<file path="src/rtl/fe_cmd_seq.sv">
module fe_cmd_seq #(
  parameter int LAT_W = 16,
  parameter int QD    = 4
) (
  input  logic             clk,
  input  logic             rst_n,
  input  logic             trig_in,
  input  logic             soft_fe_rst,
  input  logic             soft_ro_rst,
  input  logic             cfg_we,
  input  logic [2:0]       cfg_addr,
  input  logic [LAT_W-1:0] cfg_wdata,
  output logic             fe_line,
  output logic             ro_line
);
  localparam int NQ = 4;
  localparam int PW = $clog2(QD);
  localparam logic [PW:0] QFULL = QD[PW:0];
  localparam int Q_FE = 0, Q_CAL = 1, Q_RST = 2, Q_RO = 3;

  logic [LAT_W-1:0] lat_fe, lat_cal, lat_rst, lat_ro;
  logic             cal_en, rst_en;
  logic [LAT_W-1:0] now;

  always_ff @(posedge clk) begin
    if (!rst_n) begin
      lat_fe <= '0; lat_cal <= '0; lat_rst <= '0; lat_ro <= '0;
      cal_en <= 1'b0; rst_en <= 1'b0;
      now    <= '0;
    end else begin
      now <= now + 1'b1;
      if (cfg_we) begin
        case (cfg_addr)
          3'd0: lat_fe  <= cfg_wdata;
          3'd1: lat_cal <= cfg_wdata;
          3'd2: lat_rst <= cfg_wdata;
          3'd3: lat_ro  <= cfg_wdata;
          3'd4: begin cal_en <= cfg_wdata[0]; rst_en <= cfg_wdata[1]; end
          default: ;
        endcase
      end
    end
  end

  logic [LAT_W-1:0] lat [NQ];
  logic [NQ-1:0]    push, hit;

  assign lat[Q_FE]  = lat_fe;
  assign lat[Q_CAL] = lat_cal;
  assign lat[Q_RST] = lat_rst;
  assign lat[Q_RO]  = lat_ro;

  assign push[Q_FE]  = trig_in && (lat_fe  != '0);
  assign push[Q_CAL] = trig_in && cal_en && (lat_cal != '0);
  assign push[Q_RST] = trig_in && rst_en && (lat_rst != '0);
  assign push[Q_RO]  = trig_in && (lat_ro  != '0);

  genvar q;
  generate
    for (q = 0; q < NQ; q++) begin : g_q
      logic [LAT_W-1:0] mem [QD];
      logic [PW-1:0]    wp, rp;
      logic [PW:0]      cnt;
      logic             take;

      assign hit[q] = (cnt != '0) && (mem[rp] == now);
      assign take   = push[q] && ((cnt != QFULL) || hit[q]);

      always_ff @(posedge clk) begin
        if (take) mem[wp] <= now + lat[q];
      end

      always_ff @(posedge clk) begin
        if (!rst_n) begin
          wp <= '0; rp <= '0; cnt <= '0;
        end else begin
          if (take)   wp <= wp + 1'b1;
          if (hit[q]) rp <= rp + 1'b1;
          cnt <= cnt + {{PW{1'b0}}, take} - {{PW{1'b0}}, hit[q]};
        end
      end
    end
  endgenerate

  wire soft_any = soft_fe_rst | soft_ro_rst;

  // front-end line: bit 0 trigger, bit 1 reset, bit 2 calibrate
  logic [2:0] fe_pend, fe_req, fe_go;
  logic [1:0] fe_cnt, fe_sh;
  wire        fe_req_trg = fe_req[0];

  assign fe_req[0] = fe_pend[0] | hit[Q_FE];
  assign fe_req[1] = fe_pend[1] | hit[Q_RST] | soft_any;
  assign fe_req[2] = fe_pend[2] | hit[Q_CAL];

  always_comb begin
    fe_go = 3'b000;
    if (fe_cnt == 2'd0) begin
      if      (fe_req[0]) fe_go = 3'b001;
      else if (fe_req[1]) fe_go = 3'b010;
      else if (fe_req[2]) fe_go = 3'b100;
    end
  end

  always_ff @(posedge clk) begin
    if (!rst_n) begin
      fe_pend <= '0; fe_cnt <= '0; fe_sh <= '0; fe_line <= 1'b0;
    end else begin
      fe_pend <= fe_req & ~fe_go;
      if (fe_go[0]) begin
        fe_line <= 1'b1; fe_sh <= 2'b00; fe_cnt <= 2'd0;
      end else if (fe_go[1]) begin
        fe_line <= 1'b1; fe_sh <= 2'b01; fe_cnt <= 2'd2;
      end else if (fe_go[2]) begin
        fe_line <= 1'b1; fe_sh <= 2'b10; fe_cnt <= 2'd2;
      end else if (fe_cnt != 2'd0) begin
        fe_line <= fe_sh[1]; fe_sh <= {fe_sh[0], 1'b0}; fe_cnt <= fe_cnt - 2'd1;
      end else begin
        fe_line <= 1'b0;
      end
    end
  end

  // readout line: bit 0 trigger, bit 1 reset
  logic [1:0] ro_pend, ro_req, ro_go;
  logic [1:0] ro_cnt, ro_sh;
  wire        ro_req_trg = ro_req[0];

  assign ro_req[0] = ro_pend[0] | hit[Q_RO];
  assign ro_req[1] = ro_pend[1] | soft_any;

  always_comb begin
    ro_go = 2'b00;
    if (ro_cnt == 2'd0) begin
      if      (ro_req[0]) ro_go = 2'b01;
      else if (ro_req[1]) ro_go = 2'b10;
    end
  end

  always_ff @(posedge clk) begin
    if (!rst_n) begin
      ro_pend <= '0; ro_cnt <= '0; ro_sh <= '0; ro_line <= 1'b0;
    end else begin
      ro_pend <= ro_req & ~ro_go;
      if (ro_go[0]) begin
        ro_line <= 1'b1; ro_sh <= 2'b00; ro_cnt <= 2'd0;
      end else if (ro_go[1]) begin
        ro_line <= 1'b1; ro_sh <= 2'b01; ro_cnt <= 2'd2;
      end else if (ro_cnt != 2'd0) begin
        ro_line <= ro_sh[1]; ro_sh <= {ro_sh[0], 1'b0}; ro_cnt <= ro_cnt - 2'd1;
      end else begin
        ro_line <= 1'b0;
      end
    end
  end
endmodule

</file>
<file path="config.mk">
export PLATFORM = sky130hd
export DESIGN_NAME = fe_cmd_seq
export DESIGN_NICKNAME = d
export VERILOG_FILES = /design/src/rtl/fe_cmd_seq.sv
export SDC_FILE = /design/constraint.sdc
export NUM_CORES = 1
export LEC_CHECK = 0
export CAP_MARGIN = 30
export CELL_PAD_IN_SITES_DETAIL_PLACEMENT = 1
export CELL_PAD_IN_SITES_GLOBAL_PLACEMENT = 1
export CORE_ASPECT_RATIO = 1.5
export CORE_MARGIN = 3
export CORE_UTILIZATION = 35
export DETAILED_ROUTE_END_ITERATION = 10
export GPL_TIMING_DRIVEN = 0
export PLACE_DENSITY = 0.61
export SLEW_MARGIN = 20
export SYNTH_ARGS = -nofsm -noshare
export SYNTH_HDL_FRONTEND = slang
export SYNTH_SLANG_ARGS = --single-unit
</file>
<file path="constraint.sdc">
create_clock -name clk -period 5.9 [get_ports clk]
set_input_delay 1.18 -clock clk [delete_from_list [all_inputs] [get_ports clk]]
set_output_delay 1.18 -clock clk [all_outputs]
set_load 0.02 [all_outputs]
</file>
==> results by group, run 1 <==
Synth
  – Synth Warn #: 0
  – Number of synthesized register bits: 389
  – Area share of fa/ha/maj cells after synthesis: 6.35%
  – Syn Inst Count: 1522
  – Top_reg_cell synth: edfxtp_1
  – Complex-gate fraction of the synthesized area: 7.96%
  – Post-Synth Simple-Gate Area: 12.9%
  – Commonest cells post-synth: edfxtp_1, nand2_1, dfxtp_1, xnor2_1, a21oi_1
  – Syn nets: 1637
  – Async SR Flop Fraction: 0%
  – Top cells by area, synth: edfxtp_1, dfxtp_1, mux4_2
  – EDFF count, synth: 256
  – Seq/Total Area, Yosys: 55.4%
  – Syn avg cell area: 12.3 µm²
  – Synth unique cells: 74
  – Post-synthesis xor/xnor area fraction: 6.27%
  – Mapped cell area: 18700 µm²
  – Mux share of post-synthesis cell area: 8.61%
  – Top cell type's share of synthesized area: 41.2%
  – Count leader, synth: edfxtp_1
  – Main combinational cell family by area after synthesis: simple AND/OR/NAND/NOR gates
  – Area leader, netlist: edfxtp_1

STA
  – Min cycle time layout: 4.51 ns
  – Fin Clk Skew: 0.0259 ns
  – Hold_ws: 0.460 ns
  – Setup Viol. Count Final: 0
  – Slew headroom: 29.6%
  – RSZ-0062 raised after global routing: false
  – Period utilization: 76.5%
  – Slew Viols, Final: 0
  – Final hold vios: 0
  – Peak Freq: 0.222 GHz
  – Final Worst Setup Slack: 1.39 ns
  – Setup tns final: 0 ns
  – Worst Tran Pin Value: 1.06 ns

Route
  – Vias per cell: 5.32
  – 1st-iter DRT viols: 702
  – DRT Wirelength: 54800 µm
  – Via Count: 12289
  – Avg WL per Cell: 23.7 µm
  – # DRC: 0
  – Drt pass-1 iters: 5
  – Remaining antenna violation count: 0

Floorplan
  – IO Count: 27
  – Core Box Area: 52700 µm²
  – Initial Utilization: 35.4%
  – Cell Rows: 103
  – Die Span Y: 289 µm
  – Die area: 56200 µm²
  – Die X: 195 µm

Worst setup path
  – FF-to-FF Start: now[4]
  – Crit path DAT: 4.92 ns
  – Nature of the critical path endpoint: flop
  – Setup crit start kind: flop
  – Reg2reg setup slack: 1.39 ns
  – R2R cell count: 13
  – Reg2reg end: g_q[2].cnt[2]
  – CP Max Fanout: 10
  – Critical path type: flop to flop
  – Worst endpoint required time: 6.31 ns

Worst hold path
  – Tightest Hold Check Type: flop to flop
  – Hold depth: 1
  – Hold Startpoint: ro_cnt[0]
  – Hold endpoint: ro_cnt[0]

Clock tree
  – Clock Path Buffers: 3
  – CTS hold repair buffers: 0
  – CTS buffer count: 38
  – Worst-skew pair later-pin latency: 0.56 ns
  – Clk pin slew, worst setup/hold paths: 0.07 ns
  – Root Driver: clkbuf_16
  – H-tree levels: 2
  – Num Clock Sinks: 389
  – Post-CTS setup buffer count: 0
  – Post-CTS Resized: 0
  – CTS tree: yes

Global routing
  – Largest net degree at the start of global routing: 17
  – Total GRT Usage: 19.4%
  – Grt total ovfl: 0
  – Initial antenna violation count: 0
  – Number of global-route vias before repair: 13096
  – First-pass GRT wire length: 81600 µm

Placement
  – Post-DP HPWL: 40700 µm
  – Routability cong.: 0.855
  – Port bufs: 26
  – Worst slack at placement: 1.36 ns

Pwr
  – Worst vdd ir: 0.151 mV
  – Pwr dens: 273 nW/µm²
  – Leakage: 7.31 nW

Final layout
  – N_diodes: 0
  – Reg area: 10300 µm²
  – Utilization after layout: 40.1%
  – Area Growth Syn to Fin: 13.3%
  – Layout cells sized above 1: 10.0%
  – Multi-input gate area: 7870 µm²
  – Filler cell count: 5533
  – Post-layout nets: 1714

Run status
  – Status: completed

Flow run
  – Max_cap viols: 0
-- final cells by class --
type,count,area share [%]
Sequential cell,389,48.9
Multi-Input combinational cell,1028,37.2
Clock buffer,47,4.91
Tap cell,682,4.04
Timing Repair Buffer,37,1.89
Buffer,59,1.36
Clock inverter,22,0.834
Inverter,46,0.817
-- registers in the layout, summed over array words and instances, names as in the netlist, named ones only --
register  count
g_q.cnt      12
g_q.wp        8
ro_cnt        2
fe_cnt        2
lat_ro       16
fe_sh         2
lat_rst      16
ro_line       1
g_q.rp        8
fe_pend       3
ro_sh         2
cal_en        1
rst_en        1
fe_line       1
lat_fe       16
now          16
g_q.mem     256
ro_pend       2
lat_cal      16
-- cells by family after synthesis --
logic type | after synthesis
buf+inv | 105
mux | 86
compound gates | 227
fa+ha+maj | 90
xor+xnor | 132
flops | 389
simple gates | 493
-- layer usage --
| metal | routed length [µm] | share of wire [%] | track usage [%] | up-vias |
|---|---|---|---|---|
| met5 | 0 | 0 | 0 | - |
| met4 | 3030 | 5.5 | 9.81 | 0 |
| met3 | 1220 | 2.2 | 1.68 | 107 |
| met2 | 29800 | 54 | 37.4 | 182 |
| met1 | 20800 | 38 | 21.2 | 6233 |
| li1 | - | - | - | 5767 |
-- cells in the final DEF, fill, tap and decap left out, drive strengths merged, types with 16 or more instances in the layout --
cell type	n
nor4	17
mux4	57
mux2i	27
o21ai	35
inv	50
or3	19
nor2	83
ha	82
xor2	24
nand2	183
and2	26
nand4	25
buf	30
nand3	40
a21oi	103
a211oi	16
clkdlybuf4s50	26
dfxtp	133
nor3	40
clkbuf	87
xnor2	108
edfxtp	256
-- power by group --
part           internal, W  total, W  leakage [nW]  switching, W
Combinational     0.000135  0.000361          3.27      0.000227
Sequential         0.00295   0.00299          3.45     0.0000359
Clock              0.00135   0.00242         0.593       0.00107
Total              0.00444   0.00577          7.31       0.00134
-- worst max-delay path by stage --
stage	startpoint	to	slack [ns]
after floorplan	flop	g_q[0].cnt[2]	2.43
after global placement	trig_in	g_q[3].mem[1][15]	1.29
after detailed placement	now[1]	g_q[0].mem[0][12]	1.36
after CTS	now[1]	g_q[0].mem[0][12]	1.34
after global routing	now[14]	g_q[0].cnt[2]	1.29
final	now[4]	g_q[2].cnt[2]	1.39
-- critical path: stages (launching register included) --
cell and delay [ns]:
dfxtp_1 0.69, clkbuf_1 0.84, nor3_1 0.13, a2111oi_0 0.48, and3_1 0.27, nand3_2 0.34
a31oi_4 0.44, a21o_1 0.17, ha_1 0.16, inv_1 0.06, fa_1 0.37, xor2_1 0.20
xnor2_1 0.15, nor2_1 0.05
-- through the flow --
step                instances  area, µm²  power [W]
floorplan                1522      18700    0.00325
global placement         2230      19800    0.00339
detailed placement       2239      19900    0.00341
CTS                      2308      21100    0.00584
global route             2310      21100    0.00597
finish                   2310      21100    0.00577
(Power assumes the default switching activity.)
==> run 2, diff against run 1 <==
Clock period 5.9 ns to 4.31 ns, I/O delays scaled along.
==> run 2 against run 1 <==
Maximum frequency up 8.9%. Critical path depth up 2. Clock-buffer cell count stayed put. Non-clock buffer count grew 3. Global-route usage unchanged. Sequential cell count unchanged. Critical path type unchanged. Core utilization grew 0.13 points. Sequential power grew 37%.
==> results by group, run 2 (same netlist as run 1, synthesis figures left out) <==
Run status
  – Status: completed

Pwr
  – Leakage: 7.37 nW
  – Cell internal pwr: 0.00607 W
  – Switch Pwr: 0.00182 W
  – Comb power frac: 6.3%
  – Pwr dens: 372 nW/µm²
  – Worst vdd ir: 0.206 mV
  – Clock power share: 41.9%
  – Sw Ratio: 23.1%
  – Seq pwr share: 51.8%

Worst hold path
  – Tightest Hold Check Type: flop to flop

Placement
  – Post-DP HPWL: 40700 µm
  – Port bufs: 26
  – Post-placement cell count: 2239
  – Routability cong.: 0.855

Flow run
  – Max_cap viols: 0

Final layout
  – Commonest non-fill, non-tap cell in the layout: edfxtp_1
  – Reg with most FFs: g_q.mem
  – Commonest non-fill, non-tap cells in the layout: edfxtp_1, nand2_1, dfxtp_1, xnor2_1, a21oi_1
  – Max reg flops: 256
  – Post-Layout Cell Count: 2313
  – Filler cell count: 5532
  – Utilization after layout: 40.2%
  – Area Growth Syn to Fin: 13.6%
  – N_diodes: 0
  – Post-layout nets: 1717
  – Layout cells sized above 1: 11.0%

STA
  – Final hold vios: 0
  – Setup Viol. Count Final: 0
  – Fin Clk Skew: 0.0271 ns
  – Slew Viols, Final: 0
  – Period utilization: 96.1%
  – Hold_ws: 0.460 ns
  – Worst Tran Pin Value: 1.01 ns
  – Slew headroom: 32.8%
  – Min cycle time layout: 4.14 ns
  – Peak Freq: 0.241 GHz

Worst setup path
  – Setup crit start kind: flop
  – Slowest CP cell: buf_1
  – Nature of the critical path endpoint: flop
  – Worst endpoint required time: 4.71 ns
  – Crit path DAT: 4.54 ns
  – WP buf/inv: 4
  – Critical path type: flop to flop
  – Cell chain of the critical path: buf_1, xnor2_1, nand4_1, nor2_4, nand2_2, a31oi_4, inv_1, ha_1, inv_1, ha_1, inv_1, fa_1, xor2_1, xnor2_1, nor2_1
  – Reg2reg setup slack: 0.17 ns
  – CP Max Fanout: 9
  – Max incr delay on CP: 0.80 ns
  – Cell family with most CP delay: buffers and inverters
  – CP most frequent cell: inv_1

Clock tree
  – CTS buffer count: 38
  – Worst-skew pair later-pin latency: 0.55 ns
  – Clk pin slew, worst setup/hold paths: 0.07 ns
  – Clock Path Buffers: 3
  – Root Driver: clkbuf_16
  – CTS tree: yes
  – Num Clock Sinks: 389
  – H-tree levels: 2

Route
  – Vias per cell: 5.32
  – DRT Wirelength: 54800 µm
  – 1st-iter DRT viols: 679
  – Remaining antenna violation count: 0
  – Via Count: 12295
  – Avg WL per Cell: 23.7 µm
  – # DRC: 0
  – Drt pass-1 iters: 5

Floorplan
  – Initial Utilization: 35.4%
  – Die X: 195 µm
  – Cell Rows: 103
  – Core Box Area: 52700 µm²
  – Die Span Y: 289 µm
  – Die area: 56200 µm²
  – IO Count: 27

Global routing
  – Initial antenna violation count: 0
  – Grt total ovfl: 0
  – Number of global-route vias before repair: 13099
  – Total GRT Usage: 19.4%
  – Largest net degree at the start of global routing: 17
  – First-pass GRT wire length: 81600 µm
==> run 2: cell count changes in the layout (fill, tap and decap cells not counted) <==
cell      previous run  this run
buf_2                9         8
buf_4                0         4
clkbuf_1            45        38
clkbuf_2             1         8
dfxtp_1            133       131
dfxtp_2              0         2
nor2_1              79        78
nor2_4               0         1
xnor2_1            106       103
xnor2_2              2         5
==> run 2: final timing paths <==
| kind | from | end | depth (start not counted) |
|---|---|---|---|
| setup / recovery | now[7] | g_q[0].cnt[2] | 15 |
| hold / removal | ro_cnt[0] | ro_cnt[0] | 1 |
| setup reg to reg | now[7] | g_q[0].cnt[2] | 15 |
| hold reg to reg | ro_cnt[0] | ro_cnt[0] | 1 |
==> run 2: timing repair <==
action / in CTS / in global routing
hold buffers: 0 / 0
cloned: 0 / 0
resized for setup: 7 / 11
endpoints found under the setup margin: 18 / 14
buffers inserted: 0 / 4
pin swaps: 0 / 2
hold endpoints to repair: 0 / 0
==> run 2: per-layer routing <==
metal | track usage (%) | wire length (µm)
met5 | 0 | 0
met4 | 9.99 | 3040
met3 | 1.66 | 1150
met2 | 37.2 | 29800
met1 | 21.2 | 20800
==> run 2: cell type report <==
cell class,count,area [µm²],area share [%]
sequential,389,10400,48.8
multi-input combinational,1028,7900,37.2
clock buffer,47,1040,4.89
tap,682,853,4.02
timing repair buffer,40,418,1.97
buffer,59,302,1.42
clock inverter,22,176,0.832
inverter,46,173,0.814
==> run 2: per-stage QoR <==
| step | total power, W | worst slack, ns | instance area (µm²) | TNS, ns |
|---|---|---|---|---|
| floorplan | 0.00445 | 0.842 | 18700 | 0 |
| global placement | 0.00464 | -0.219 | 19800 | -24.02 |
| detailed placement | 0.00467 | -0.225 | 19900 | -2.42 |
| CTS | 0.00800 | 0.0345 | 21100 | 0 |
| global route | 0.00817 | -0.00962 | 21200 | -0.00962 |
| finish | 0.00790 | 0.167 | 21200 | 0 |
==> run 2: power by group through the flow <==
stage,Combinational [W],Clock (W),Sequential [W]
2_1_floorplan,0.000292,0,0.00416
3_3_place_gp,0.000466,0,0.00417
3_5_place_dp,0.000492,0,0.00418
4_1_cts,0.000497,0.00341,0.00409
5_1_grt,0.000541,0.00353,0.00410
6_report,0.000495,0.00331,0.00409
==> run 3, diff against run 2 <==
Settings changed: GPL_ROUTABILITY_DRIVEN set to 0.
==> results of run 3 <==
Final layout, timing and power as in run 2 (identical DEF).
